File: config.mk
export PLATFORM = sky130hd
export DESIGN_NAME = hrp_host_port
export DESIGN_NICKNAME = d
export VERILOG_FILES = /design/src/rtl/hrp_pkg.sv /design/src/rtl/hrp_sync.sv /design/src/rtl/hrp_serial_if.sv /design/src/rtl/hrp_regs.sv /design/src/rtl/hrp_host_port.sv
export SDC_FILE = /design/constraint.sdc
export NUM_CORES = 1
export LEC_CHECK = 0
export ABC_CLOCK_PERIOD_IN_PS = 7900
export CELL_PAD_IN_SITES_DETAIL_PLACEMENT = 0
export CELL_PAD_IN_SITES_GLOBAL_PLACEMENT = 1
export CORE_ASPECT_RATIO = 1.75
export CORE_MARGIN = 8
export CORE_UTILIZATION = 41
export CTS_BUF_LIST = sky130_fd_sc_hd__clkbuf_16
export DETAILED_ROUTE_END_ITERATION = 10
export PLACE_DENSITY_LB_ADDON = 0.3
export SLEW_MARGIN = 30
export SYNTH_ARGS = -nofsm -noshare
export SYNTH_HDL_FRONTEND = slang
export SYNTH_SLANG_ARGS = --single-unit
File: constraint.sdc
create_clock -name clk_i -period 7.9 [get_ports clk_i]
set_clock_uncertainty 0.1 [all_clocks]
set_input_delay 1.58 -clock clk_i [delete_from_list [all_inputs] [get_ports clk_i]]
set_output_delay 1.58 -clock clk_i [all_outputs]
set_load 0.02 [all_outputs]
File: src/rtl/hrp_pkg.sv
package hrp_pkg;
  localparam logic [5:0] OFF_STAT  = 6'h0E;
  localparam logic [5:0] OFF_CRC   = 6'h0F;
  localparam logic [5:0] OFF_RDP_H = 6'h10;
  localparam logic [5:0] OFF_RDP_L = 6'h11;
  localparam logic [5:0] OFF_WRP_H = 6'h12;
  localparam logic [5:0] OFF_WRP_L = 6'h13;
  localparam logic [5:0] OFF_CTRL  = 6'h14;
  localparam logic [7:0] STAT_RST  = 8'h03;

  typedef struct packed {
    logic [6:0] addr;
    logic [7:0] data;
  } hrp_wr_t;
endpackage

File: src/rtl/hrp_sync.sv
module hrp_sync #(
  parameter int W = 1,
  parameter logic [W-1:0] RST_VAL = '0
) (
  input  logic         clk_i,
  input  logic         rst_ni,
  input  logic [W-1:0] d_i,
  output logic [W-1:0] q_o
);
  for (genvar i = 0; i < W; i++) begin : g_bit
    logic [1:0] st;
    always_ff @(posedge clk_i or negedge rst_ni) begin
      if (!rst_ni) st <= {2{RST_VAL[i]}};
      else         st <= {st[0], d_i[i]};
    end
    assign q_o[i] = st[1];
  end
endmodule

File: src/rtl/hrp_serial_if.sv
module hrp_serial_if
  import hrp_pkg::*;
(
  input  logic       clk_i,
  input  logic       rst_ni,
  input  logic       sck_i,
  input  logic       sdi_i,
  input  logic       ss_ni,
  input  logic [7:0] rdata_i,
  input  logic       rhit_i,
  output logic [6:0] look_addr_o,
  output logic       wr_stb_o,
  output hrp_wr_t    wr_o,
  output logic       sdo_o,
  output logic       sdo_oe_o
);
  logic [2:0] s;
  logic sck_s, sdi_s, ss_s, sck_q;
  hrp_sync #(.W(3), .RST_VAL(3'b001)) u_sync (
    .clk_i(clk_i), .rst_ni(rst_ni), .d_i({sck_i, sdi_i, ss_ni}), .q_o(s)
  );
  assign {sck_s, sdi_s, ss_s} = s;

  logic       cmd_ph, rd_mode, tx_hit;
  logic [2:0] bit_cnt;
  logic [6:0] rx_sr, addr_q;
  logic [7:0] tx_sr, byte_full;
  logic       rise, fall, active;

  assign active    = !ss_s;
  assign rise      = active && sck_s && !sck_q;
  assign fall      = active && !sck_s && sck_q;
  assign byte_full = {rx_sr, sdi_s};
  // next address to be read: command target, or the incremented one
  assign look_addr_o = cmd_ph ? byte_full[6:0] : addr_q + 7'd1;

  always_ff @(posedge clk_i or negedge rst_ni) begin
    if (!rst_ni) begin
      sck_q <= 1'b0; cmd_ph <= 1'b1; rd_mode <= 1'b0; tx_hit <= 1'b0;
      bit_cnt <= '0; rx_sr <= '0; addr_q <= '0; tx_sr <= '0;
      sdo_o <= 1'b0; sdo_oe_o <= 1'b0; wr_stb_o <= 1'b0; wr_o <= '0;
    end else begin
      sck_q    <= sck_s;
      wr_stb_o <= 1'b0;
      if (!active) begin
        cmd_ph <= 1'b1; rd_mode <= 1'b0; bit_cnt <= '0; sdo_oe_o <= 1'b0;
      end else if (rise) begin
        rx_sr   <= byte_full[6:0];
        bit_cnt <= bit_cnt + 3'd1;
        if (bit_cnt == 3'd7) begin
          if (cmd_ph) begin
            cmd_ph  <= 1'b0;
            rd_mode <= byte_full[7];
            addr_q  <= byte_full[6:0];
          end else begin
            addr_q <= addr_q + 7'd1;
            if (!rd_mode) begin
              wr_stb_o <= 1'b1;
              wr_o     <= '{addr: addr_q, data: byte_full};
            end
          end
          if (cmd_ph ? byte_full[7] : rd_mode) begin
            tx_sr  <= rdata_i;
            tx_hit <= rhit_i;
          end
        end
      end else if (fall && rd_mode && !cmd_ph) begin
        sdo_o    <= tx_sr[7];
        tx_sr    <= {tx_sr[6:0], 1'b0};
        sdo_oe_o <= tx_hit;
      end
    end
  end
endmodule

File: src/rtl/hrp_regs.sv
module hrp_regs
  import hrp_pkg::*;
#(
  parameter int NUM_BS   = 14,
  parameter int NUM_CTRL = 8
) (
  input  logic                  clk_i,
  input  logic                  rst_ni,
  input  logic                  sub_role_i,
  input  logic                  decoding_i,
  input  logic [NUM_BS*8-1:0]   bs_info_i,
  input  logic                  stat_we_i,
  input  logic [7:0]            stat_i,
  input  logic [7:0]            crc_i,
  input  logic [15:0]           wr_ptr_i,
  input  logic                  wr_stb_i,
  input  hrp_wr_t               wr_i,
  input  logic [6:0]            rd_addr_i,
  output logic [7:0]            rdata_o,
  output logic                  rhit_o,
  output logic [15:0]           rd_ptr_o,
  output logic [NUM_CTRL*8-1:0] ctrl_o
);
  localparam int CTRL_END = int'(OFF_CTRL) + NUM_CTRL;

  logic [7:0] stat_q, crc_q;
  logic       wr_hit;
  logic [5:0] woff, roff;

  assign woff   = wr_i.addr[5:0];
  assign roff   = rd_addr_i[5:0];
  assign wr_hit = wr_stb_i && (wr_i.addr[6] == sub_role_i);
  assign rhit_o = rd_addr_i[6] == sub_role_i;

  always_ff @(posedge clk_i or negedge rst_ni) begin
    if (!rst_ni) begin
      stat_q <= STAT_RST; crc_q <= '0;
    end else if (stat_we_i) begin
      stat_q <= stat_i; crc_q <= crc_i;
    end
  end

  always_ff @(posedge clk_i or negedge rst_ni) begin
    if (!rst_ni) rd_ptr_o <= '0;
    else if (wr_hit && !decoding_i) begin
      if (woff == OFF_RDP_H) rd_ptr_o[15:8] <= wr_i.data;
      if (woff == OFF_RDP_L) rd_ptr_o[7:0]  <= wr_i.data;
    end
  end

  for (genvar k = 0; k < NUM_CTRL; k++) begin : g_ctrl
    localparam logic [5:0] OFF_K = 6'(int'(OFF_CTRL) + k);
    always_ff @(posedge clk_i or negedge rst_ni) begin
      if (!rst_ni) ctrl_o[k*8 +: 8] <= '0;
      else if (wr_hit && woff == OFF_K) ctrl_o[k*8 +: 8] <= wr_i.data;
    end
  end

  always_comb begin
    rdata_o = '0;
    if (int'(roff) < NUM_BS) rdata_o = bs_info_i[int'(roff)*8 +: 8];
    else if (roff == OFF_STAT)  rdata_o = stat_q;
    else if (roff == OFF_CRC)   rdata_o = crc_q;
    else if (roff == OFF_RDP_H) rdata_o = rd_ptr_o[15:8];
    else if (roff == OFF_RDP_L) rdata_o = rd_ptr_o[7:0];
    else if (roff == OFF_WRP_H) rdata_o = wr_ptr_i[15:8];
    else if (roff == OFF_WRP_L) rdata_o = wr_ptr_i[7:0];
    else if (roff >= OFF_CTRL && int'(roff) < CTRL_END)
      rdata_o = ctrl_o[(int'(roff) - int'(OFF_CTRL))*8 +: 8];
  end
endmodule

File: src/rtl/hrp_host_port.sv
module hrp_host_port
  import hrp_pkg::*;
#(
  parameter int NUM_BS   = 14,
  parameter int NUM_CTRL = 8
) (
  input  logic                  clk_i,
  input  logic                  rst_ni,
  input  logic                  sck_i,
  input  logic                  sdi_i,
  input  logic                  ss_ni,
  output logic                  sdo_o,
  output logic                  sdo_oe_o,
  input  logic                  sub_role_i,
  input  logic                  decoding_i,
  input  logic [NUM_BS*8-1:0]   bs_info_i,
  input  logic                  stat_we_i,
  input  logic [7:0]            stat_i,
  input  logic [7:0]            crc_i,
  input  logic [15:0]           wr_ptr_i,
  output logic [15:0]           rd_ptr_o,
  output logic [NUM_CTRL*8-1:0] ctrl_o
);
  logic       wr_stb, rhit;
  hrp_wr_t    wr_req;
  logic [6:0] look_addr, wr_addr;
  logic [7:0] rdata;

  assign wr_addr = wr_req.addr;

  hrp_serial_if u_ser (
    .clk_i(clk_i), .rst_ni(rst_ni), .sck_i(sck_i), .sdi_i(sdi_i), .ss_ni(ss_ni),
    .rdata_i(rdata), .rhit_i(rhit), .look_addr_o(look_addr),
    .wr_stb_o(wr_stb), .wr_o(wr_req), .sdo_o(sdo_o), .sdo_oe_o(sdo_oe_o)
  );

  hrp_regs #(.NUM_BS(NUM_BS), .NUM_CTRL(NUM_CTRL)) u_regs (
    .clk_i(clk_i), .rst_ni(rst_ni), .sub_role_i(sub_role_i), .decoding_i(decoding_i),
    .bs_info_i(bs_info_i), .stat_we_i(stat_we_i), .stat_i(stat_i), .crc_i(crc_i),
    .wr_ptr_i(wr_ptr_i), .wr_stb_i(wr_stb), .wr_i(wr_req), .rd_addr_i(look_addr),
    .rdata_o(rdata), .rhit_o(rhit), .rd_ptr_o(rd_ptr_o), .ctrl_o(ctrl_o)
  );
endmodule

==> summary.txt <==
Yosys
  – Syn_area_per_cell: 11.2 um2
  – Ys async rst share: 1.00
  – Ys flop type: dfrtp_1
  – Cell taking the most area after synthesis: dfrtp_1
  – Synth warn: 0
  – Seq/Total Area, Yosys: 0.446
  – Cell area after synthesis: 8370 um2
  – Area contributors post-synth: dfrtp_1, mux2_2, mux4_2
  – EDFF count, synth: 0
  – Synth cell count leaders: dfrtp_1, mux2_2, nand2_1
  – Post-synthesis cell count: 747
  – Syn nets: 906
  – Synth cell types: 84
  – Dominant cell by count in the synthesized netlist: dfrtp_1
  – Synth top area share: 0.430
  – Synthesized flop and latch total: 149

CTS
  – CTS hold repair buffers: 0
  – Cts repair resizes: 0
  – H-tree levels: 4
  – Setup bufs post-CTS: 0
  – Total clock sinks: 149
  – Clk_lat worst skew: 0.43 ns
  – Clk slew on worst S/H paths: 0.07 ns
  – CTS tree: yes
  – Clock root buffer: clkbuf_16
  – CTS Buf Count: 17
  – Longest Clk Path Bufs: 2

Setup path
  – Worst Path Required: 8.13 ns
  – Critical Path AT: 4.47 ns
  – Critical path cell sequence: nor2b_1 -> mux2i_1 -> and2_1 -> inv_1 -> ha_1 -> nor3b_1 -> nand3_2 -> a2111oi_0 -> o221ai_1 -> o311ai_1
  – Startpoint Class: flip-flop
  – Crit-path max FO: 37
  – Critical path's largest stage delay: 1.02 ns
  – Worst path slowest cell: dfstp_2
  – Crit path buf inv count: 1
  – Crit path max-delay family: simple AND/OR/NAND/NOR gates
  – Crit Path Class: reg2reg
  – Critical Path End Type: flip-flop

Cells and area
  – Area grow syn2layout: 34.9%
  – Area of the multi-input gates: about 4300 um2
  – Final layout net count: 1107
  – Fillcell total: ~1800
  – Layout cells sized above 1: 0.209
  – Sequential standard cell area: 3730 um2

STA
  – Slew HR: 0.393
  – RSZ-0062 raised after global routing: no
  – Tcrit/Tclk final: 0.537
  – Hold Vio Cnt, Final: 0
  – Tmin final: 4.24 ns
  – Worst slew pin tran: between 0.9 and 1 ns
  – Setup TNS: 0 ns
  – Final setup vio count: 0
  – Final Max Slew Viols: 0
  – Highest Clock Rate: 0.236 GHz

Power
  – Pwr per Cell Area: 179 nW/um2
  – Tot Pwr: just over 0.002 W
  – Leakage: 4.78 nW
  – Worst vdd ir: around 0.13 mV

Routing
  – Via density: roughly 5.8
  – Via count: 7022
  – Avg WL per Cell: 26.0 um
  – DRT iter0 DRCs: around 510
  – Antenna-violating nets left: 0
  – Drc violations: 0
  – Post-Route WL: around 31000 um
  – Drt first pass iters: 5

GRT
  – Largest net degree at the start of global routing: 103
  – Initial antenna violation count: 1
  – Congestion Overflow GR: 0
  – Total Routing Usage GR: 0.247
  – Vias in the first global route: between 7000 and 8000
  – First-pass GRT wire length: 46300 um

Outcome
  – Outcome: completed

Floorplanning
  – Initial Util: 0.415
  – Die area: 25400 um2
  – Die X: 124 um
  – Placement row count: 69
  – Core area: 20200 um2
  – I/O pins: 234
  – Die Y: 205 um

Place
  – Gpl congestion: 0.883
  – Detail Placement HPWL: between 20000 and 25000 um
  – Buffers on Ports: 233

Run
  – Maxcap violations: 0

Min path
  – Type of the most critical hold path: reg2reg
-- path summary, 6_finish.rpt --
path                                                        from                               endpoint  slack [ns]  cells after the start
min in group asynchronous                                 rst_ni             u_ser.wr_o[13]$_DFFE_PN0P_        1.10                      1
hold reg to reg            u_ser.u_sync.g_bit[1].st[0]$_DFF_PN0_  u_ser.u_sync.g_bit[1].st[1]$_DFF_PN0_        0.25                      0
setup reg to reg                        u_ser.cmd_ph$_DFFE_PN1P_             u_ser.tx_sr[3]$_DFFE_PN0P_        3.66                     10
hold / removal             u_ser.u_sync.g_bit[1].st[0]$_DFF_PN0_  u_ser.u_sync.g_bit[1].st[1]$_DFF_PN0_        0.25                      0
max in group asynchronous                                 rst_ni          u_regs.ctrl_o[20]$_DFFE_PN0P_        5.42                      2
setup / recovery                        u_ser.cmd_ph$_DFFE_PN1P_             u_ser.tx_sr[3]$_DFFE_PN0P_        3.66                     10
-- cell type report --
class	count	share of cell area
Sequential cell	149	0.331
Antenna cell	1	0.000222
Clock inverter	15	0.0127
Inverter	10	0.00332
Timing Repair Buffer	237	0.210
Tap cell	248	0.0275
Clock buffer	17	0.0377
Multi-Input combinational cell	533	0.378
-- cell usage in the layout, fill, tap and decap left out, drive strengths merged, types with 6 or more instances in the layout --
cell	count
clkdlybuf4s50	232
nor3	12
mux2i	14
a31oi	11
nand2	96
o21ai	40
mux2	103
a221oi	11
nand3	10
inv	18
dfrtp	144
a21oi	39
mux4	27
a22o	6
a22oi	6
a211oi	11
clkbuf	18
nor2	47
a221o	6
nor2b	7
ha	7
-- worst reg2reg max path: stages, from the launching register on --
cell and delay, ns:
dfstp_2 1.02, nor2b_1 0.12, mux2i_1 0.19, and2_1 0.68
inv_1 0.30, ha_1 0.32, nor3b_1 0.35, nand3_2 0.25
a2111oi_0 0.44, o221ai_1 0.24, o311ai_1 0.11
-- metrics by stage --
stage                util  setup WS (ns)  hold slack [ns]  instances  area (um2)
floorplan               -           4.84            0.231        747        8370
global placement    0.530           3.63            0.233       1177       10700
detailed placement  0.531           3.75            0.236       1177       10700
CTS                 0.559           3.74            0.249       1209       11300
global route        0.559           3.44            0.263       1210       11300
finish              0.559           3.66            0.246       1210       11300
-- logic make-up after synthesis --
| group | count (synthesis) | share of synthesized area |
|---|---|---|
| XOR/XNOR | 5 | 0.00523 |
| flip-flops | 149 | 0.446 |
| adder cells (fa/ha/maj) | 7 | 0.0105 |
| AO/OA/AOI/OAI | 172 | 0.145 |
| buffers and inverters | 65 | 0.0454 |
| multiplexers | 144 | 0.229 |
| AND/OR/NAND/NOR | 205 | 0.119 |
-- metal layers --
| layer | share of wire | track usage | up-vias |
|---|---|---|---|
| met5 | 0 | 0 | - |
| met4 | 0.029 | 0.0995 | 0 |
| met3 | 0.054 | 0.0488 | 40 |
| met2 | 0.52 | 0.416 | 238 |
| met1 | 0.39 | 0.301 | 3573 |
| li1 | - | - | 3171 |
-- power by group --
part / internal, W / leakage (nW) / total [W] / switching (W)
registers: 0.000791 / 1.98 / 0.000820 / 0.0000284
logic: 0.000184 / 2.52 / 0.000406 / 0.000221
clock network: 0.000441 / 0.272 / 0.000795 / 0.000354
-- state kept, by name, indices dropped and copies added, names as in the netlist --
register,flops
u_ser.wr_stb_o,1
u_ser.rx_sr,7
u_ser.u_sync.g_bit.st,6
u_ser.wr_o,15
u_regs.stat_q,8
u_ser.rd_mode,1
u_regs.rd_ptr_o,16
u_ser.bit_cnt,3
u_ser.sdo_o,1
u_ser.sck_q,1
u_ser.addr_q,7
u_regs.ctrl_o,64
u_ser.tx_hit,1
u_ser.sdo_oe_o,1
u_ser.tx_sr,8
u_ser.cmd_ph,1
u_regs.crc_q,8
Note: power is estimated with default switching activity, not from simulation.
